--- config.mk ---
export PLATFORM = sky130hd
export DESIGN_NAME = xcvr_top
export DESIGN_NICKNAME = d
export VERILOG_FILES = /design/src/rtl/xcvr_pkg.sv /design/src/rtl/xcvr_edge.sv /design/src/rtl/xcvr_lane.sv /design/src/rtl/xcvr_top.sv
export SDC_FILE = /design/constraint.sdc
export NUM_CORES = 1
export LEC_CHECK = 0
export BUFFER_PORTS_ARGS = -buffer_cell sky130_fd_sc_hd__buf_2
export CAP_MARGIN = 10
export CORE_ASPECT_RATIO = 1.5
export CORE_UTILIZATION = 48
export DETAILED_ROUTE_END_ITERATION = 8
export PLACE_DENSITY = 0.81
export SYNTH_ARGS = -nofsm -noshare
export SYNTH_HDL_FRONTEND = slang
export SYNTH_SLANG_ARGS = --single-unit
export TNS_END_PERCENT = 10
--- constraint.sdc ---
create_clock -name clk -period 1.2 [get_ports clk]
set_clock_uncertainty 0.05 [all_clocks]
set_input_delay 0.24 -clock clk [delete_from_list [all_inputs] [get_ports clk]]
set_output_delay 0.24 -clock clk [all_outputs]
set_load 0.005 [all_outputs]
--- src/rtl/xcvr_pkg.sv ---
package xcvr_pkg;
  localparam int LANE_W = 8;
  typedef logic [LANE_W-1:0] lane_t;

  // Value placed on a driven side: live opposite-bus data or stored copy.
  function automatic lane_t pick_src(logic drive, logic use_store,
                                     lane_t live, lane_t stored);
    if (!drive) return '0;
    return use_store ? stored : live;
  endfunction

  // Enable/direction decode, returned as {drive_a, drive_b}.
  function automatic logic [1:0] drive_dec(logic en_n, logic to_b);
    if (en_n) return 2'b00;
    return to_b ? 2'b01 : 2'b10;
  endfunction
endpackage

--- src/rtl/xcvr_edge.sv ---
module xcvr_edge (
  input  logic clk,
  input  logic rst_n,
  input  logic strobe,
  output logic rise
);
  logic prev_q;

  always_ff @(posedge clk) begin
    if (!rst_n) prev_q <= 1'b0;
    else        prev_q <= strobe;
  end

  assign rise = strobe & ~prev_q;
endmodule

--- src/rtl/xcvr_lane.sv ---
module xcvr_lane
  import xcvr_pkg::*;
(
  input  logic  clk,
  input  logic  rst_n,
  input  logic  oe_n,
  input  logic  dir,
  input  logic  ab_cap,
  input  logic  ba_cap,
  input  logic  ab_sel,
  input  logic  ba_sel,
  input  lane_t a_in,
  input  lane_t b_in,
  output lane_t a_out,
  output logic  a_drv,
  output lane_t b_out,
  output logic  b_drv,
  output lane_t a_store,
  output lane_t b_store,
  output logic  ab_evt,
  output logic  ba_evt
);
  lane_t a_q, b_q;
  logic [1:0] drv;

  xcvr_edge u_ab_edge (.clk(clk), .rst_n(rst_n), .strobe(ab_cap), .rise(ab_evt));
  xcvr_edge u_ba_edge (.clk(clk), .rst_n(rst_n), .strobe(ba_cap), .rise(ba_evt));

  // Capture is independent of enable and direction.
  always_ff @(posedge clk) begin
    if (!rst_n) begin
      a_q <= '0;
      b_q <= '0;
    end else begin
      if (ab_evt) a_q <= a_in;
      if (ba_evt) b_q <= b_in;
    end
  end

  assign drv     = drive_dec(oe_n, dir);
  assign a_drv   = drv[1];
  assign b_drv   = drv[0];
  assign b_out   = pick_src(drv[0], ab_sel, a_in, a_q);
  assign a_out   = pick_src(drv[1], ba_sel, b_in, b_q);
  assign a_store = a_q;
  assign b_store = b_q;
endmodule

--- src/rtl/xcvr_top.sv ---
module xcvr_top #(
  parameter  int LANES = 2,
  localparam int BUS_W = LANES * xcvr_pkg::LANE_W
) (
  input  logic             clk,
  input  logic             rst_n,
  input  logic [LANES-1:0] oe_n,
  input  logic [LANES-1:0] dir,
  input  logic [LANES-1:0] ab_cap,
  input  logic [LANES-1:0] ba_cap,
  input  logic [LANES-1:0] ab_sel,
  input  logic [LANES-1:0] ba_sel,
  input  logic [BUS_W-1:0] a_in,
  input  logic [BUS_W-1:0] b_in,
  output logic [BUS_W-1:0] a_out,
  output logic [LANES-1:0] a_drv,
  output logic [BUS_W-1:0] b_out,
  output logic [LANES-1:0] b_drv
);
  localparam int LW = xcvr_pkg::LANE_W;

  // Internal events and state brought out for the checker.
  logic [BUS_W-1:0] a_store, b_store;
  logic [LANES-1:0] ab_evt, ba_evt;

  for (genvar l = 0; l < LANES; l++) begin : g_lane
    xcvr_lane u_lane (
      .clk     (clk),
      .rst_n   (rst_n),
      .oe_n    (oe_n[l]),
      .dir     (dir[l]),
      .ab_cap  (ab_cap[l]),
      .ba_cap  (ba_cap[l]),
      .ab_sel  (ab_sel[l]),
      .ba_sel  (ba_sel[l]),
      .a_in    (a_in[l*LW +: LW]),
      .b_in    (b_in[l*LW +: LW]),
      .a_out   (a_out[l*LW +: LW]),
      .a_drv   (a_drv[l]),
      .b_out   (b_out[l*LW +: LW]),
      .b_drv   (b_drv[l]),
      .a_store (a_store[l*LW +: LW]),
      .b_store (b_store[l*LW +: LW]),
      .ab_evt  (ab_evt[l]),
      .ba_evt  (ba_evt[l])
    );
  end
endmodule

==> results of run 1 <==
==> cell type report <==
class	count	area share, %
Timing Repair Buffer	86	18.7
Tap cell	45	2.32
Clock buffer	8	3.71
Inverter	4	0.618
Sequential cell	36	30.2
Multi-Input combinational cell	172	44.5
==> timing repair <==
action,CTS,global route
setup endpoints to repair,31,34
resized for setup,1,11
hold buffers,0,0
==> logic make-up after synthesis <==
| logic type | share of synthesized area [%] |
|---|---|
| flops | 36.3 |
| simple gates | 21.9 |
| buf+inv | 9.46 |
| mux | 32.3 |
==> metal layers <==
metal	part of all wire (%)	vias to the layer above	wire length [um]	track usage, %
li1	-	885	-	-
met1	42	780	1550	16.5
met2	52	46	1950	31.8
met3	4.0	7	150	4.87
met4	2.2	0	81	8.46
met5	0	-	0	0
==> sequential cells by signal, indices dropped and copies added, names as in the netlist <==
signal,count
g_lane.u_lane.b_store,16
g_lane.u_lane.u_ba_edge.prev_q,2
g_lane.u_lane.a_store,16
g_lane.u_lane.u_ab_edge.prev_q,2
==> report_power, final <==
group	leakage [nW]	internal, mW	total, mW	switching [mW]
logic	0.946	0.238	0.470	0.232
registers	0.300	1.27	1.31	0.0346
clock network	0.0455	0.468	0.861	0.393
==> stage by stage <==
step / setup WS (ns) / instances / instance area [um^2]
after global placement: -0.0374 / 343 / 2320
after CTS: -0.0750 / 351 / 2420
final: -0.0476 / 351 / 2430
after floorplan: 0.169 / 236 / 1980
after detailed placement: -0.0463 / 343 / 2320
after global routing: -0.109 / 351 / 2430
==> worst max path at each step <==
stage,start,to,slack (ns),depth (start not counted)
after floorplan,oe_n[0],b_drv[0],0.17,4
after global placement,oe_n[0],a_out[5],-0.04,4
after detailed placement,dir[1],a_out[8],-0.05,4
after CTS,g_lane[1].u_lane.a_store[7],b_out[15],-0.08,3
after global routing,g_lane[1].u_lane.a_store[7],b_out[15],-0.11,3
final,g_lane[1].u_lane.a_store[7],b_out[15],-0.05,3
==> cell usage after synthesis (all sizes together) <==
cell,count,area [um^2]
inv,4,15.0
nor2,32,120
or2,2,12.5
and2,4,25.0
nor2b,4,25.0
nand2,64,240
mux2i,64,641
dfxtp,36,721
nand2b,2,12.5
clkbuf,2,7.51
buf,22,165
==> placed cells by master, fill, tap and decap left out, drive strengths merged <==
cell type,instances
and2,4
buf,86
clkbuf,8
dfxtp,36
inv,4
mux2i,64
nand2,64
nand2b,2
nor2,32
nor2b,4
or2,2
==> results.py, run 1 <==
metrics = {
    "outcome": {
        "status": "complete, but fails checks",
        "violations": "setup timing",
    },
    "die": {
        "ios": 82,
        "die_x_um": 54.5,
        "fp.coreArea_um2": 3960,
        "row_count": 28,
        "dieHeight_um": 80.7,
        "die_area_um2": 4400,
        "initial_core_util_pct": 50.1,
    },
    "sta": {
        "min_period_ns": 1.25,
        "tightest_slew_ns": 0.328,
        "slew_headroom_pct": 78.2,
        "min_period_over_period_pct": 104,
        "rsz0062_at_grt": "true",
        "drv_slew": 0,
        "finalSetupViolations": 11,
        "fmax_mhz": 802,
        "tns_ns": -0.295,
        "holdWs_ns": 0.117,
        "hold_viol_final": 0,
        "layout_setup_ws_ns": -0.0476,
    },
    "synth": {
        "netlist_area_um2": 1980,
        "synth.distinct_cells": 15,
        "yosysWarnings": 0,
        "syn_area_per_cell_um2": 8.41,
        "syn-instance-count": 236,
        "syn-num-nets": 282,
        "synth-seq-cells": 36,
        "yosysSeqAreaShare_pct": 36.3,
    },
    "routing": {
        "wl_per_cell_um": 10.6,
        "drt_iter0_drc": 12,
        "routed_wl_um": 3730,
        "drtAntennaViolNets": 0,
        "via_per_inst": 4.89,
        "dr.pass1.iters": 4,
        "drc_errors": 0,
        "vias": 1718,
    },
    "global_routing": {
        "grt_max_degree": 69,
        "grtUsageTotal_pct": 17.3,
        "grt_pass1_wl_um": 5570,
        "gr-total-overflow": 0,
        "antenna_found_initial": 0,
        "first_global_vias": 1416,
    },
    "critical_path": {
        "crit_slowest_cell": "dfxtp_2",
        "path_max_fanout": 2,
        "critPathCaptureType": "output port",
        "cpLargestDelayFamily": "flip-flops",
        "criticalPathCategory": "flop to output port",
        "cp_cell_sequence": "mux2i_1, nor2_1, buf_2",
        "cpPeakStageDelay_ns": 0.32,
        "cp.required_ns": 0.91,
        "reg2reg_depth": 3,
        "regToRegStartpoint": "g_lane[0].u_lane.u_ba_edge.prev_q",
        "setup.worst_path.start_class": "flop",
        "regToRegEndpoint": "g_lane[0].u_lane.b_store[6]",
        "r2r_setup_slack_ns": 0.26,
        "cp.arrival_ns": 0.96,
        "cp_num_buf_inv": 1,
    },
    "placement": {
        "portBuffers": 81,
        "place_congestion": 0.773,
        "hpwl_um": 2820,
    },
    "min_path": {
        "hold_path_depth": 2,
        "min_to": "g_lane[0].u_lane.u_ab_edge.prev_q",
        "hp-start": "ab_cap[0]",
        "holdCritPathClass": "input port to flop",
    },
    "clocking": {
        "clockRootBuffer": "clkbuf_8",
        "worstSkewPairLatency_ns": 0.28,
        "clockBufferDepth": 2,
        "cts_setup_buffers": 0,
        "path_clk_slew_ns": 0.07,
        "cts_tree": "yes",
        "htree_levels": 2,
        "cts_buffers": 5,
        "cts_sinks": 36,
    },
    "layout": {
        "nets": 351,
        "antenna_cells": 0,
        "fillCellCount": 379,
        "regArea_um2": 733,
        "final_core_util_pct": 61.4,
        "drive_above_1_share_pct": 34.6,
        "multi_input_area_um2": 1080,
        "area_growth_pct": 22.5,
    },
    "run": {
        "maxCapViolCount": 0,
    },
    "power_and_ir_drop": {
        "p_leak_nw": 1.29,
        "ir_drop_v": 0.000841,
        "power_density_nw_per_um2": 1090,
        "total_power_mw": 2.64,
    },
}
No activity file was read; power rests on OpenSTA's default activity.
==> inputs of run 2 (changes only) <==
--- a/config.mk
+++ b/config.mk
@@ -8,9 +8,9 @@
 export BUFFER_PORTS_ARGS = -buffer_cell sky130_fd_sc_hd__buf_2
 export CAP_MARGIN = 10
 export CORE_ASPECT_RATIO = 1.5
-export CORE_UTILIZATION = 48
+export CORE_UTILIZATION = 35
 export DETAILED_ROUTE_END_ITERATION = 8
-export PLACE_DENSITY = 0.81
+export PLACE_DENSITY = 0.62
 export SYNTH_ARGS = -nofsm -noshare
 export SYNTH_HDL_FRONTEND = slang
 export SYNTH_SLANG_ARGS = --single-unit
==> run 2 against run 1 <==
  * Largest power group unchanged
  * Final cell count grew 7.7%
  * Non-clock buffer count grew 2
  * Sequential share of layout area shrank 0.80 points
  * Critical path depth is the same
  * Design area is 4.0% higher
  * The flow still finishes with violations (setup timing)
  * Hold slack better by 0.0027 ns
  * Fmax is 0.41% higher
  * Setup slack better by 0.0051 ns
==> results.py, run 2 (synthesized netlist as in run 1, its figures left out) <==
metrics = {
    "sta": {
        "layout_setup_ws_ns": -0.0425,
        "rsz0062_at_grt": "true",
        "hold_viol_final": 0,
        "fmax_mhz": 805,
        "finalSetupViolations": 7,
        "slew_headroom_pct": 82.3,
        "min_period_over_period_pct": 104,
        "drv_slew": 0,
        "min_period_ns": 1.24,
        "tightest_slew_ns": 0.265,
    },
    "die": {
        "dieHeight_um": 94.2,
        "die_x_um": 63.5,
        "row_count": 33,
        "initial_core_util_pct": 36.4,
        "ios": 82,
        "fp.coreArea_um2": 5450,
        "die_area_um2": 5980,
    },
    "layout": {
        "mostFrequentLayoutCells": "buf_2 (81), mux2i_1 (64), nand2_1 (64)",
        "antenna_cells": 0,
        "final_core_util_pct": 46.4,
        "area_growth_pct": 27.4,
        "design_area_um2": 2530,
        "nets": 353,
        "mostFrequentLayoutCell": "buf_2",
        "stdcell_count": 378,
        "drive_above_1_share_pct": 38.6,
    },
    "routing": {
        "via_per_inst": 4.54,
        "routed_wl_um": 4010,
        "wl_per_cell_um": 10.6,
        "drtAntennaViolNets": 0,
        "vias": 1717,
        "drt_iter0_drc": 70,
        "dr.pass1.iters": 4,
        "drc_errors": 0,
    },
    "placement": {
        "hpwl_um": 2960,
        "dp_cells": 369,
        "portBuffers": 81,
        "dpl_cell_area_um2": 2360,
        "place_congestion": 0.724,
    },
    "clocking": {
        "ctsHoldBuffers": 0,
        "clockBufferDepth": 2,
        "cts_buffers": 5,
        "worstSkewPairLatency_ns": 0.28,
        "path_clk_slew_ns": 0.07,
        "clockRootBuffer": "clkbuf_8",
        "cts_tree": "yes",
        "cts_sinks": 36,
        "htree_levels": 2,
    },
    "min_path": {
        "hold_path_depth": 2,
        "holdCritPathClass": "input port to flop",
    },
    "global_routing": {
        "first_global_vias": 1585,
        "gr-total-overflow": 0,
        "grt_pass1_wl_um": 6460,
        "grt_max_degree": 69,
        "antenna_found_initial": 0,
        "grtUsageTotal_pct": 13.8,
    },
    "critical_path": {
        "critPathCaptureType": "output port",
        "criticalPathCategory": "flop to output port",
        "reg2reg_depth": 3,
        "setup.worst_path.start_class": "flop",
        "cp.arrival_ns": 0.95,
        "path_max_fanout": 2,
        "cp.required_ns": 0.91,
        "r2r_setup_slack_ns": 0.24,
    },
    "power_and_ir_drop": {
        "total_power_mw": 2.95,
        "p_clk_share_pct": 39.2,
        "seqPwrFrac_pct": 44.4,
        "ir_drop_v": 0.000604,
        "p_leak_nw": 1.33,
        "p_int_mw": 2.25,
        "p_switching_mw": 0.693,
        "pwr-share-comb_pct": 16.4,
        "power_density_nw_per_um2": 1170,
        "p_sw_share_pct": 23.5,
    },
    "run": {
        "maxCapViolCount": 0,
    },
    "outcome": {
        "violations": "setup timing",
        "status": "complete, but fails checks",
    },
}
-- run 2: layer usage --
metal	global-route usage (%)	share of wire [%]	up-vias
li1	-	-	889
met1	13.0	40	775
met2	27.0	54	46
met3	3.03	3.9	7
met4	6.82	1.9	0
met5	0	0	-
-- run 2: per-stage QoR --
| stage | hold slack (ns) | TNS, ns | setup slack, ns |
|---|---|---|---|
| floorplan | 0.312 | 0 | 0.169 |
| global placement | 0.391 | -0.660 | -0.0617 |
| detailed placement | 0.399 | -0.825 | -0.0552 |
| CTS | 0.110 | -0.311 | -0.0529 |
| global route | 0.113 | -1.76 | -0.0978 |
| finish | 0.120 | -0.101 | -0.0425 |
-- run 2: critical path, stage by stage (launching register included) --
cell and delay [ns]:
dfxtp_1 0.31, mux2i_1 0.17, nor2_1 0.06, buf_2 0.13
-- run 2: area by class of cell --
| cell class | instances | area, um^2 |
|---|---|---|
| clock buffer | 7 | 96.3 |
| clock inverter | 1 | 30.0 |
| fill | 567 | 2920 |
| inverter | 4 | 15.0 |
| multi-input combinational | 172 | 1090 |
| sequential | 36 | 742 |
| tap | 70 | 87.6 |
| timing repair buffer | 88 | 470 |
-- run 2: power by group through the flow --
| stage | Clock (mW) | Sequential [mW] | Combinational, mW |
|---|---|---|---|
| after global routing | 1.26 | 1.32 | 0.538 |
| final | 1.16 | 1.31 | 0.483 |
| after detailed placement | 0 | 1.33 | 0.481 |
| after CTS | 1.20 | 1.30 | 0.491 |
| after floorplan | 0 | 1.32 | 0.338 |
| after global placement | 0 | 1.33 | 0.473 |
-- run 2: worst paths after layout --
kind	startpoint	end
setup / recovery	g_lane[1].u_lane.a_store[2]	b_out[10]
hold / removal	ab_cap[0]	g_lane[0].u_lane.u_ab_edge.prev_q
setup reg to reg	g_lane[1].u_lane.u_ba_edge.prev_q	g_lane[1].u_lane.b_store[3]
hold reg to reg	g_lane[0].u_lane.a_store[7]	g_lane[0].u_lane.a_store[7]
-- run 2: what timing repair did --
item | 4_1_cts | 5_1_grt
resized for setup | 6 | 15
pin swaps | 1 | 1
gates cloned | 0 | 0
setup buffers | 1 | 0
setup endpoints to repair | 32 | 32
